[src/rtl/sfifo_pkg.sv]
package sfifo_pkg;
  typedef enum logic [2:0] {
    ST_IDLE,
    ST_WRITE,
    ST_SETTLE,
    ST_GAP_PRE,
    ST_ZWAIT,
    ST_GAP_POST,
    ST_DONE
  } wr_state_e;
endpackage

[src/rtl/sfifo_len_class.sv]
module sfifo_len_class #(
  parameter int LEN_W     = 16,
  parameter int PKT_WORDS = 256
) (
  input  logic [LEN_W-1:0] len_i,
  output logic             is_zero_o,
  output logic             is_mult_o
);
  localparam int PKT_LOG = $clog2(PKT_WORDS);

  generate
    if ((1 << PKT_LOG) == PKT_WORDS) begin : g_pow2
      assign is_mult_o = (len_i[PKT_LOG-1:0] == '0) && (len_i != '0);
    end else begin : g_mod
      assign is_mult_o = ((32'(len_i) % PKT_WORDS) == 0) && (len_i != '0);
    end
  endgenerate

  assign is_zero_o = (len_i == '0);
endmodule

[src/rtl/sfifo_word_ctr.sv]
module sfifo_word_ctr #(
  parameter int LEN_W = 16
) (
  input  logic             clk_i,
  input  logic             rst_ni,
  input  logic             clr_i,
  input  logic             inc_i,
  input  logic [LEN_W-1:0] len_i,
  input  logic             split_en_i,
  output logic             is_last_o,
  output logic             is_split_o
);
  logic [LEN_W-1:0] cnt_q;

  always_ff @(posedge clk_i or negedge rst_ni) begin
    if (!rst_ni)      cnt_q <= '0;
    else if (clr_i)   cnt_q <= '0;
    else if (inc_i)   cnt_q <= cnt_q + LEN_W'(1);
  end

  assign is_last_o  = (cnt_q == len_i - LEN_W'(1));
  assign is_split_o = split_en_i && (cnt_q == len_i - LEN_W'(2));
endmodule

[src/rtl/sfifo_wait_tmr.sv]
module sfifo_wait_tmr #(
  parameter int CNT_W = 3
) (
  input  logic             clk_i,
  input  logic             rst_ni,
  input  logic             load_i,
  input  logic [CNT_W-1:0] load_val_i,
  input  logic             tick_i,
  output logic             expired_o
);
  logic [CNT_W-1:0] cnt_q;

  always_ff @(posedge clk_i or negedge rst_ni) begin
    if (!rst_ni)                      cnt_q <= '0;
    else if (load_i)                  cnt_q <= load_val_i;
    else if (tick_i && cnt_q != '0)   cnt_q <= cnt_q - CNT_W'(1);
  end

  assign expired_o = (cnt_q == '0);
endmodule

[src/rtl/sfifo_pktend_wr.sv]
module sfifo_pktend_wr
  import sfifo_pkg::*;
#(
  parameter int DATA_W     = 32,
  parameter int LEN_W      = 16,
  parameter int PKT_WORDS  = 256,
  parameter int SETTLE_CYC = 3,
  parameter int GAP_CYC    = 4
) (
  input  logic              clk_i,
  input  logic              rst_ni,
  input  logic              len_valid_i,
  input  logic [LEN_W-1:0]  len_words_i,
  input  logic              nozlp_i,
  input  logic [1:0]        fifo_addr_i,
  output logic              len_ready_o,
  input  logic              dat_valid_i,
  input  logic [DATA_W-1:0] dat_i,
  output logic              dat_ready_o,
  input  logic              flag_rdy_ni,
  input  logic              flag_wm_ni,
  output logic              slcs_no,
  output logic              slwr_no,
  output logic              pktend_no,
  output logic [1:0]        fifo_addr_o,
  output logic [DATA_W-1:0] fifo_dat_o,
  output logic              done_o
);
  localparam int TMR_MAX = (SETTLE_CYC > GAP_CYC) ? SETTLE_CYC : GAP_CYC;
  localparam int TMR_W   = $clog2(TMR_MAX + 1);

  wr_state_e        state_q, state_d;
  logic [LEN_W-1:0] len_q;
  logic             mult_q, nozlp_q;
  logic [1:0]       addr_q;

  logic in_zero, in_mult;
  logic is_last, is_split;
  logic fire, zlp, accept;
  logic tmr_load, tmr_tick, tmr_exp;
  logic [TMR_W-1:0] tmr_val;

  sfifo_len_class #(.LEN_W(LEN_W), .PKT_WORDS(PKT_WORDS)) u_class (
    .len_i     (len_words_i),
    .is_zero_o (in_zero),
    .is_mult_o (in_mult)
  );

  sfifo_word_ctr #(.LEN_W(LEN_W)) u_words (
    .clk_i      (clk_i),
    .rst_ni     (rst_ni),
    .clr_i      (accept),
    .inc_i      (fire),
    .len_i      (len_q),
    .split_en_i (mult_q && nozlp_q),
    .is_last_o  (is_last),
    .is_split_o (is_split)
  );

  sfifo_wait_tmr #(.CNT_W(TMR_W)) u_tmr (
    .clk_i      (clk_i),
    .rst_ni     (rst_ni),
    .load_i     (tmr_load),
    .load_val_i (tmr_val),
    .tick_i     (tmr_tick),
    .expired_o  (tmr_exp)
  );

  assign accept   = (state_q == ST_IDLE) && len_valid_i;
  assign fire     = (state_q == ST_WRITE) && dat_valid_i && !flag_rdy_ni;
  assign zlp      = (state_q == ST_ZWAIT) && !flag_rdy_ni;
  assign tmr_tick = (state_q == ST_SETTLE) || (state_q == ST_GAP_PRE) ||
                    (state_q == ST_GAP_POST);

  always_comb begin
    state_d  = state_q;
    tmr_load = 1'b0;
    tmr_val  = TMR_W'(GAP_CYC - 1);
    unique case (state_q)
      ST_IDLE: if (len_valid_i) state_d = in_zero ? ST_DONE : ST_WRITE;
      ST_WRITE: begin
        if (fire) begin
          if (is_last) begin
            if (mult_q && !nozlp_q) begin
              state_d  = ST_GAP_PRE;
              tmr_load = 1'b1;
            end else begin
              state_d = ST_DONE;
            end
          end else if (flag_wm_ni) begin
            // nearly full: one word, then let the ready flag settle
            state_d  = ST_SETTLE;
            tmr_load = 1'b1;
            tmr_val  = TMR_W'(SETTLE_CYC - 1);
          end
        end
      end
      ST_SETTLE:   if (tmr_exp) state_d = ST_WRITE;
      ST_GAP_PRE:  if (tmr_exp) state_d = ST_ZWAIT;
      ST_ZWAIT: begin
        if (zlp) begin
          state_d  = ST_GAP_POST;
          tmr_load = 1'b1;
        end
      end
      ST_GAP_POST: if (tmr_exp) state_d = ST_DONE;
      ST_DONE:     state_d = ST_IDLE;
      default:     state_d = ST_IDLE;
    endcase
  end

  always_ff @(posedge clk_i or negedge rst_ni) begin
    if (!rst_ni) begin
      state_q <= ST_IDLE;
      len_q   <= '0;
      mult_q  <= 1'b0;
      nozlp_q <= 1'b0;
      addr_q  <= '0;
    end else begin
      state_q <= state_d;
      if (accept) begin
        len_q   <= len_words_i;
        mult_q  <= in_mult;
        nozlp_q <= nozlp_i;
        addr_q  <= fifo_addr_i;
      end
    end
  end

  assign slcs_no     = !(fire || zlp);
  assign slwr_no     = !fire;
  assign pktend_no   = !(zlp || (fire && ((is_last && (!mult_q || nozlp_q)) || is_split)));
  assign dat_ready_o = fire;
  assign fifo_dat_o  = dat_i;
  assign fifo_addr_o = addr_q;
  assign len_ready_o = (state_q == ST_IDLE);
  assign done_o      = (state_q == ST_DONE);
endmodule

[config.mk]
export PLATFORM = sky130hd
export DESIGN_NAME = sfifo_pktend_wr
export DESIGN_NICKNAME = d
export VERILOG_FILES = /design/src/rtl/sfifo_pkg.sv /design/src/rtl/sfifo_len_class.sv /design/src/rtl/sfifo_word_ctr.sv /design/src/rtl/sfifo_wait_tmr.sv /design/src/rtl/sfifo_pktend_wr.sv
export SDC_FILE = /design/constraint.sdc
export NUM_CORES = 1
export LEC_CHECK = 0
export ABC_AREA = 0
export BUFFER_PORTS_ARGS = -buffer_cell sky130_fd_sc_hd__buf_2
export CAP_MARGIN = 20
export CORE_MARGIN = 2
export CORE_UTILIZATION = 48
export DETAILED_ROUTE_END_ITERATION = 10
export GPL_ROUTABILITY_DRIVEN = 0
export HOLD_SLACK_MARGIN = 0.12
export PLACE_DENSITY = 0.79
export SYNTH_ARGS = -nofsm -noshare
export SYNTH_HDL_FRONTEND = slang
export SYNTH_SLANG_ARGS = --single-unit
[constraint.sdc]
create_clock -name clk_i -period 5 [get_ports clk_i]
set_input_delay 0.25 -clock clk_i [delete_from_list [all_inputs] [get_ports clk_i]]
set_output_delay 0.25 -clock clk_i [all_outputs]
set_load 0.005 [all_outputs]
; Word-level counts from Yosys, hierarchy flattened
; Index checks and enable logic that the tools add are counted.
[totals]
word_cells = 83
output_inout_bits = 40
in_bits = 57
register_bits = 42
[op_classes]
reduce_logical = 32
eq_ne = 15
add_sub_neg = 4
muxes = 25
[ops]
columns = cell, n
row1 = $mux W3, 12
row2 = $eq A16 B16 Y1, 2
row3 = $mux W16, 2
row4 = $pmux W3 S6, 1
row5 = $add A16 B1 Y16 const B, 1
row6 = $logic_not A16 Y1, 1
row7 = $reduce_bool A16 Y1, 1
row8 = $sub A16 B1 Y16 const B, 1
row9 = $sub A16 B2 Y16 const B, 1
row10 = $ne A2 B2 Y1 const B, 6
row11 = $logic_and A1 B1 Y1, 11
row12 = $eq A3 B3 Y1 const B, 3
row13 = $mux W1, 9
row14 = $logic_not A8 Y1, 1
row15 = $reduce_and A7 Y1, 1
row16 = $eq A3 B2 Y1 const B, 2
row17 = $logic_not A1 Y1, 6
row18 = $logic_not A3 Y1, 2
row19 = $logic_or A1 B1 Y1, 6
row20 = $reduce_bool A2 Y1, 2
row21 = $eq A3 B1 Y1 const B, 1
row22 = $ne A3 B3 Y1 const B, 1
row23 = $reduce_bool A3 Y1, 1
row24 = $sub A3 B1 Y3 const B, 1
row25 = $pmux W1 S2, 1

; Logic depth before layout (Yosys ltp)
[depth]
ltp_word = 7
depth_mapped = 11
mapped_depth_nobuf = 10

; By module
; Synthesis repeated with hierarchy kept, for this count alone.
[unflattened]
hier_cells = 367
hier_area_um2 = 3439.5
[by_module_without_submodules]
columns = mod, instances, area_each_um2, seq_area_each_um2, cells_per_inst
row1 = sfifo_word_ctr, 1, 1737.9, 400.4, 213
row2 = sfifo_pktend_wr, 1, 1448.9, 575.6, 127
row3 = sfifo_wait_tmr, 1, 190.2, 75.1, 19
row4 = sfifo_len_class, 1, 62.6, 0.0, 8

; Worst setup path after synthesis
; No wires, ideal clock.
[synth_path]
path_kind = register -> register
startpoint = register len_q[1]
endpoint = register state_q[0]
setup_time_ns = 0.124
stages_incl_launch_ff = 12
period_less_slack_ns = 2.541
t_arrival_ns = 2.417
path_slack_ns = 2.459
required_time_ns = 4.876
path_buffers = 1
cell_sequence = dfrtp_1 > inv_1 > ha_1 > nor3b_2 > nand3_1 > or4_1 > o32a_1 > a22oi_2 > and3_1 > buf_6 > o311ai_4 > o31a_1
[synth_between]
elab_chain_len = 5
word_cells_on_any_way = 7
classes_between = add/sub: 1 / eq/ne: 2 / mux: 3 / reduce/logical: 1
[synth_rtl]
columns = element, line_no
row1 = start: declaration, sfifo_pktend_wr.sv:33  ; logic [LEN_W-1:0] len_q;
row2 = start signal: assignment, sfifo_pktend_wr.sv:122  ; len_q <= len_words_i;
row3 = $sub A16 B1 Y16 (*), sfifo_word_ctr.sv:21  ; assign is_last_o = (cnt_q == len_i - LEN_W'(1));
row4 = $eq A16 B16 Y1 (*), sfifo_word_ctr.sv:21
row5 = $mux W3, sfifo_pktend_wr.sv:83  ; if (is_last) begin
row6 = $mux W3, sfifo_pktend_wr.sv:82  ; if (fire) begin
row7 = $pmux W3 S6, sfifo_pktend_wr.sv:79  ; unique case (state_q)
row8 = end signal: assignment, sfifo_pktend_wr.sv:120  ; state_q <= state_d;
row9 = end: declaration, sfifo_pktend_wr.sv:32  ; wr_state_e state_q, state_d;
; Every way passes the cells marked *; elsewhere a longest branch is shown, timed or not. The select of a mux whose other input is x is not followed.
; A chain may end at the register's enable or synchronous reset.

; Final worst setup path
[layout_path]
startpoint = register len_q[1]
endpoint = output port pktend_no
[layout_between]
elab_chain_len = 7
word_cells_on_any_way = 10
classes_between = add/sub: 2 / eq/ne: 2 / reduce/logical: 6
[layout_rtl]
columns = element, line_no
row1 = $sub A16 B1 Y16 or $sub A16 B2 Y16 (tied branches), "sfifo_word_ctr.sv:21, sfifo_word_ctr.sv:22"
row2 = "$eq A16 B16 Y1, on equally long branches", "sfifo_word_ctr.sv:21, sfifo_word_ctr.sv:22"
row3 = "$logic_and A1 B1 Y1, on equally long branches", "sfifo_pktend_wr.sv:132, sfifo_word_ctr.sv:22"
row4 = $logic_or A1 B1 Y1 (*), sfifo_pktend_wr.sv:132  ; assign pktend_no = !(zlp || (fire && ((is_last && (!mult_q || nozlp_q)) || is_split)));
row5 = $logic_and A1 B1 Y1 (*), sfifo_pktend_wr.sv:132
row6 = $logic_or A1 B1 Y1 (*), sfifo_pktend_wr.sv:132
row7 = $logic_not A1 Y1 (*), sfifo_pktend_wr.sv:132
row8 = end: declaration, sfifo_pktend_wr.sv:24  ; output logic pktend_no,
; Every way passes the cells marked *; elsewhere a longest branch is shown, timed or not.

==> results_dict.tcl <==
set metrics [dict create \
    outcome "complete, no violations" \
    numCtsBuffers 5 \
    die_h_microns 84.8 \
    cts_root_buf "clkbuf_8" \
    synth_common_cells "dfrtp_1 (42), buf_4 (32), nor2_1 (30)" \
    first_pass_iters 4 \
    cp_data_required_time_ps 4750 \
    netlist_top_cells_area "dfrtp_1 (34%), buf_4 (7.7%), xnor2_1 (6.7%)" \
    drc 0 \
    crit_path_end_kind "primary output" \
    layout_min_cycle_time_ps 3220 \
    grt_start_max_net_pins 43 \
    final_nets 414 \
    hold_buffers 0 \
    vias 2495 \
    area_growth_pct 1.12 \
    p_total_mw 1.74 \
    synth.top_cell.area_share 0.335 \
    rsz0062_at_grt "no" \
    vias_per_cell 5.80 \
    dp.cells 422 \
    setup_violations 0 \
    clk_pin_slew_ps 90 \
    syn_inst 363 \
    synth_enable_flop_cells 0 \
    async_flop_share 1.00 \
    drtAntennaViolNets 0 \
    crit_arrival_ps 2970 \
    setup_tns_ps 0 \
    r2r-start "len_q[1]" \
    r2r_setup_slack_ps 2110 \
    filler_cell_count 583 \
    hold_viol 0 \
    postLayoutCoreUtil 0.499 \
    cts_htree_levels 2 \
    start_util 0.494 \
    cp-startpoint "len_q[1]" \
    p_per_area_mw_per_mm2 550 \
    portBuffers 32 \
    start_kind "flip-flop" \
    drv_slew 0 \
    synth.most_common_cell "dfrtp_1" \
    reg2reg_to "state_q[0]" \
    wl_per_cell_microns 15.6 \
    cts_tree "done" \
    grt_pass1_vias 2420 \
    ys.flop_type "dfrtp_1" \
    worst-r2r-cell-count 10 \
    ios 97 \
    rows 29 \
    die_x_microns 84.8 \
    grt_first_pass_wirelength_mm 11.3 \
    yosysTopAreaCell "dfrtp_1" \
    cts_resized 0 \
    hold_slack_ps 77.5 \
    cts_setup_buffers 0 \
    setup.worst_path.class "reg2out" \
    syn_area_per_cell_sq_um 8.63 \
    dpl.hpwl_mm 5.04 \
    worst_pin_slew_ps 956 \
    hold_class "in2async" \
    yosys_warnings 0 \
    die-area_sq_mm 0.00719 \
    clk_latency_ps 300 \
    grt.total_usage 0.194 \
    antenna_found_initial 0 \
    synth_seq_area_share 0.335 \
    core_sq_mm 0.00635 \
    cts_sinks 42 \
    drtIter0Drc 201 \
    cp-endpoint "pktend_no" \
    clk_path_buf_depth 2 \
    vdd_drop_max_v 0.000329 \
    drive_above_1_share 0.184 \
    max_freq_mhz 310 \
    synth_nets 425 \
    overflow 0 \
    leakage_nw 1.31 \
    maxCapViolations 0 \
    yosys_register_bits 42 \
    slew_headroom 0.363 \
    wl_mm 6.72 \
    fin_cells 430 \
    synth_cell_types 51 \
    syn-cell-area_sq_mm 0.00313 \
    n_antenna_cell 0 \
    finalCritPeriodShare 0.644 \
    clock_skew_ps 7.19 \
    path_max_fanout 6 \
]
[metrics by stage]
step	worst slack (ps)	instance area [sq um]
2_1_floorplan	2460	3130
3_3_place_gp	2230	3060
3_5_place_dp	2150	3060
4_1_cts	1810	3170
5_1_grt	1570	3170
6_report	1780	3170
[how the worst min path moves through the flow]
| stage | depth (start not counted) | endpoint | slack, ps | start |
|---|---|---|---|---|
| after floorplan | 0 | fifo_addr_o[0] | -50 | rst_ni |
| after global placement | 1 | state_q[1] | 440 | rst_ni |
| after detailed placement | 1 | state_q[2] | 450 | rst_ni |
| after CTS | 1 | len_q[4] | 130 | rst_ni |
| after global routing | 2 | fifo_addr_o[0] | 160 | fifo_addr_i[0] |
| final | 1 | state_q[2] | 80 | rst_ni |
[layout by cell type, fill, tap and decap left out, drive strengths merged, types with 2 or more instances in the layout]
cell type and count:
or2 2, o211ai 4, o21ai 15, mux2i 2, nand2b 5, nand3b 2, nor4b 2, or3 6
clkbuf 6, ha 5, buf 33, o22ai 2, nand3 11, nor2 30, nand4 9, mux2 14
xnor2 24, a211oi 2, nor2b 3, dfrtp 42, nor3 14, and3 5, and2 3, or4 4
inv 17, nand2 30, a31oi 6, xor2 16, a21oi 12, nor4 10
[metal layers]
layer / part of all wire / wire, microns / track usage
met2: 0.48 / 3260 / 0.319
met3: 0.056 / 374 / 0.0472
met4: 0.015 / 104 / 0.0592
met5: 0 / 0 / 0
met1: 0.44 / 2980 / 0.254
[sequential cells by signal, summed over array words and instances (netlist names)]
register / flops
nozlp_q: 1
u_tmr.cnt_q: 3
fifo_addr_o: 2
len_q: 16
u_words.cnt_q: 16
state_q: 3
mult_q: 1
[power by group]
group	switching, mW	total, mW	internal [mW]
combinational	0.442	0.833	0.391
sequential	0.186	0.637	0.450
clock	0.125	0.274	0.149
total	0.753	1.74	0.990
[critical path: stages (launching register included)]
cell and delay [ps]:
dfrtp_1 440, inv_1 120, ha_1 210, nor3b_2 280
nand3_1 200, or4_1 430, o32a_1 210, a22oi_2 110
and3_1 360, a31oi_1 160, buf_2 150
[final cells by class]
class / instances / area, sq um / area share
clock buffers: 6 / 72.6 / 0.0229
clock inverters: 2 / 37.5 / 0.0118
inverters: 17 / 63.8 / 0.0201
multi-input cells: 253 / 1680 / 0.530
flip-flops and latches: 42 / 1050 / 0.332
well taps: 77 / 96.3 / 0.0304
repair buffers: 33 / 168 / 0.0529
[kinds of logic after synthesis]
group                    count (synthesis)  synth area share
XOR/XNOR                                40             0.112
adder cells (fa/ha/maj)                  5            0.0200
multiplexers                            16            0.0567
flip-flops                              42             0.335
AND/OR/NAND/NOR                        138             0.230
AO/OA/AOI/OAI                           54             0.117
buffers and inverters                   68             0.129
No activity file was read; power rests on OpenSTA's default activity.
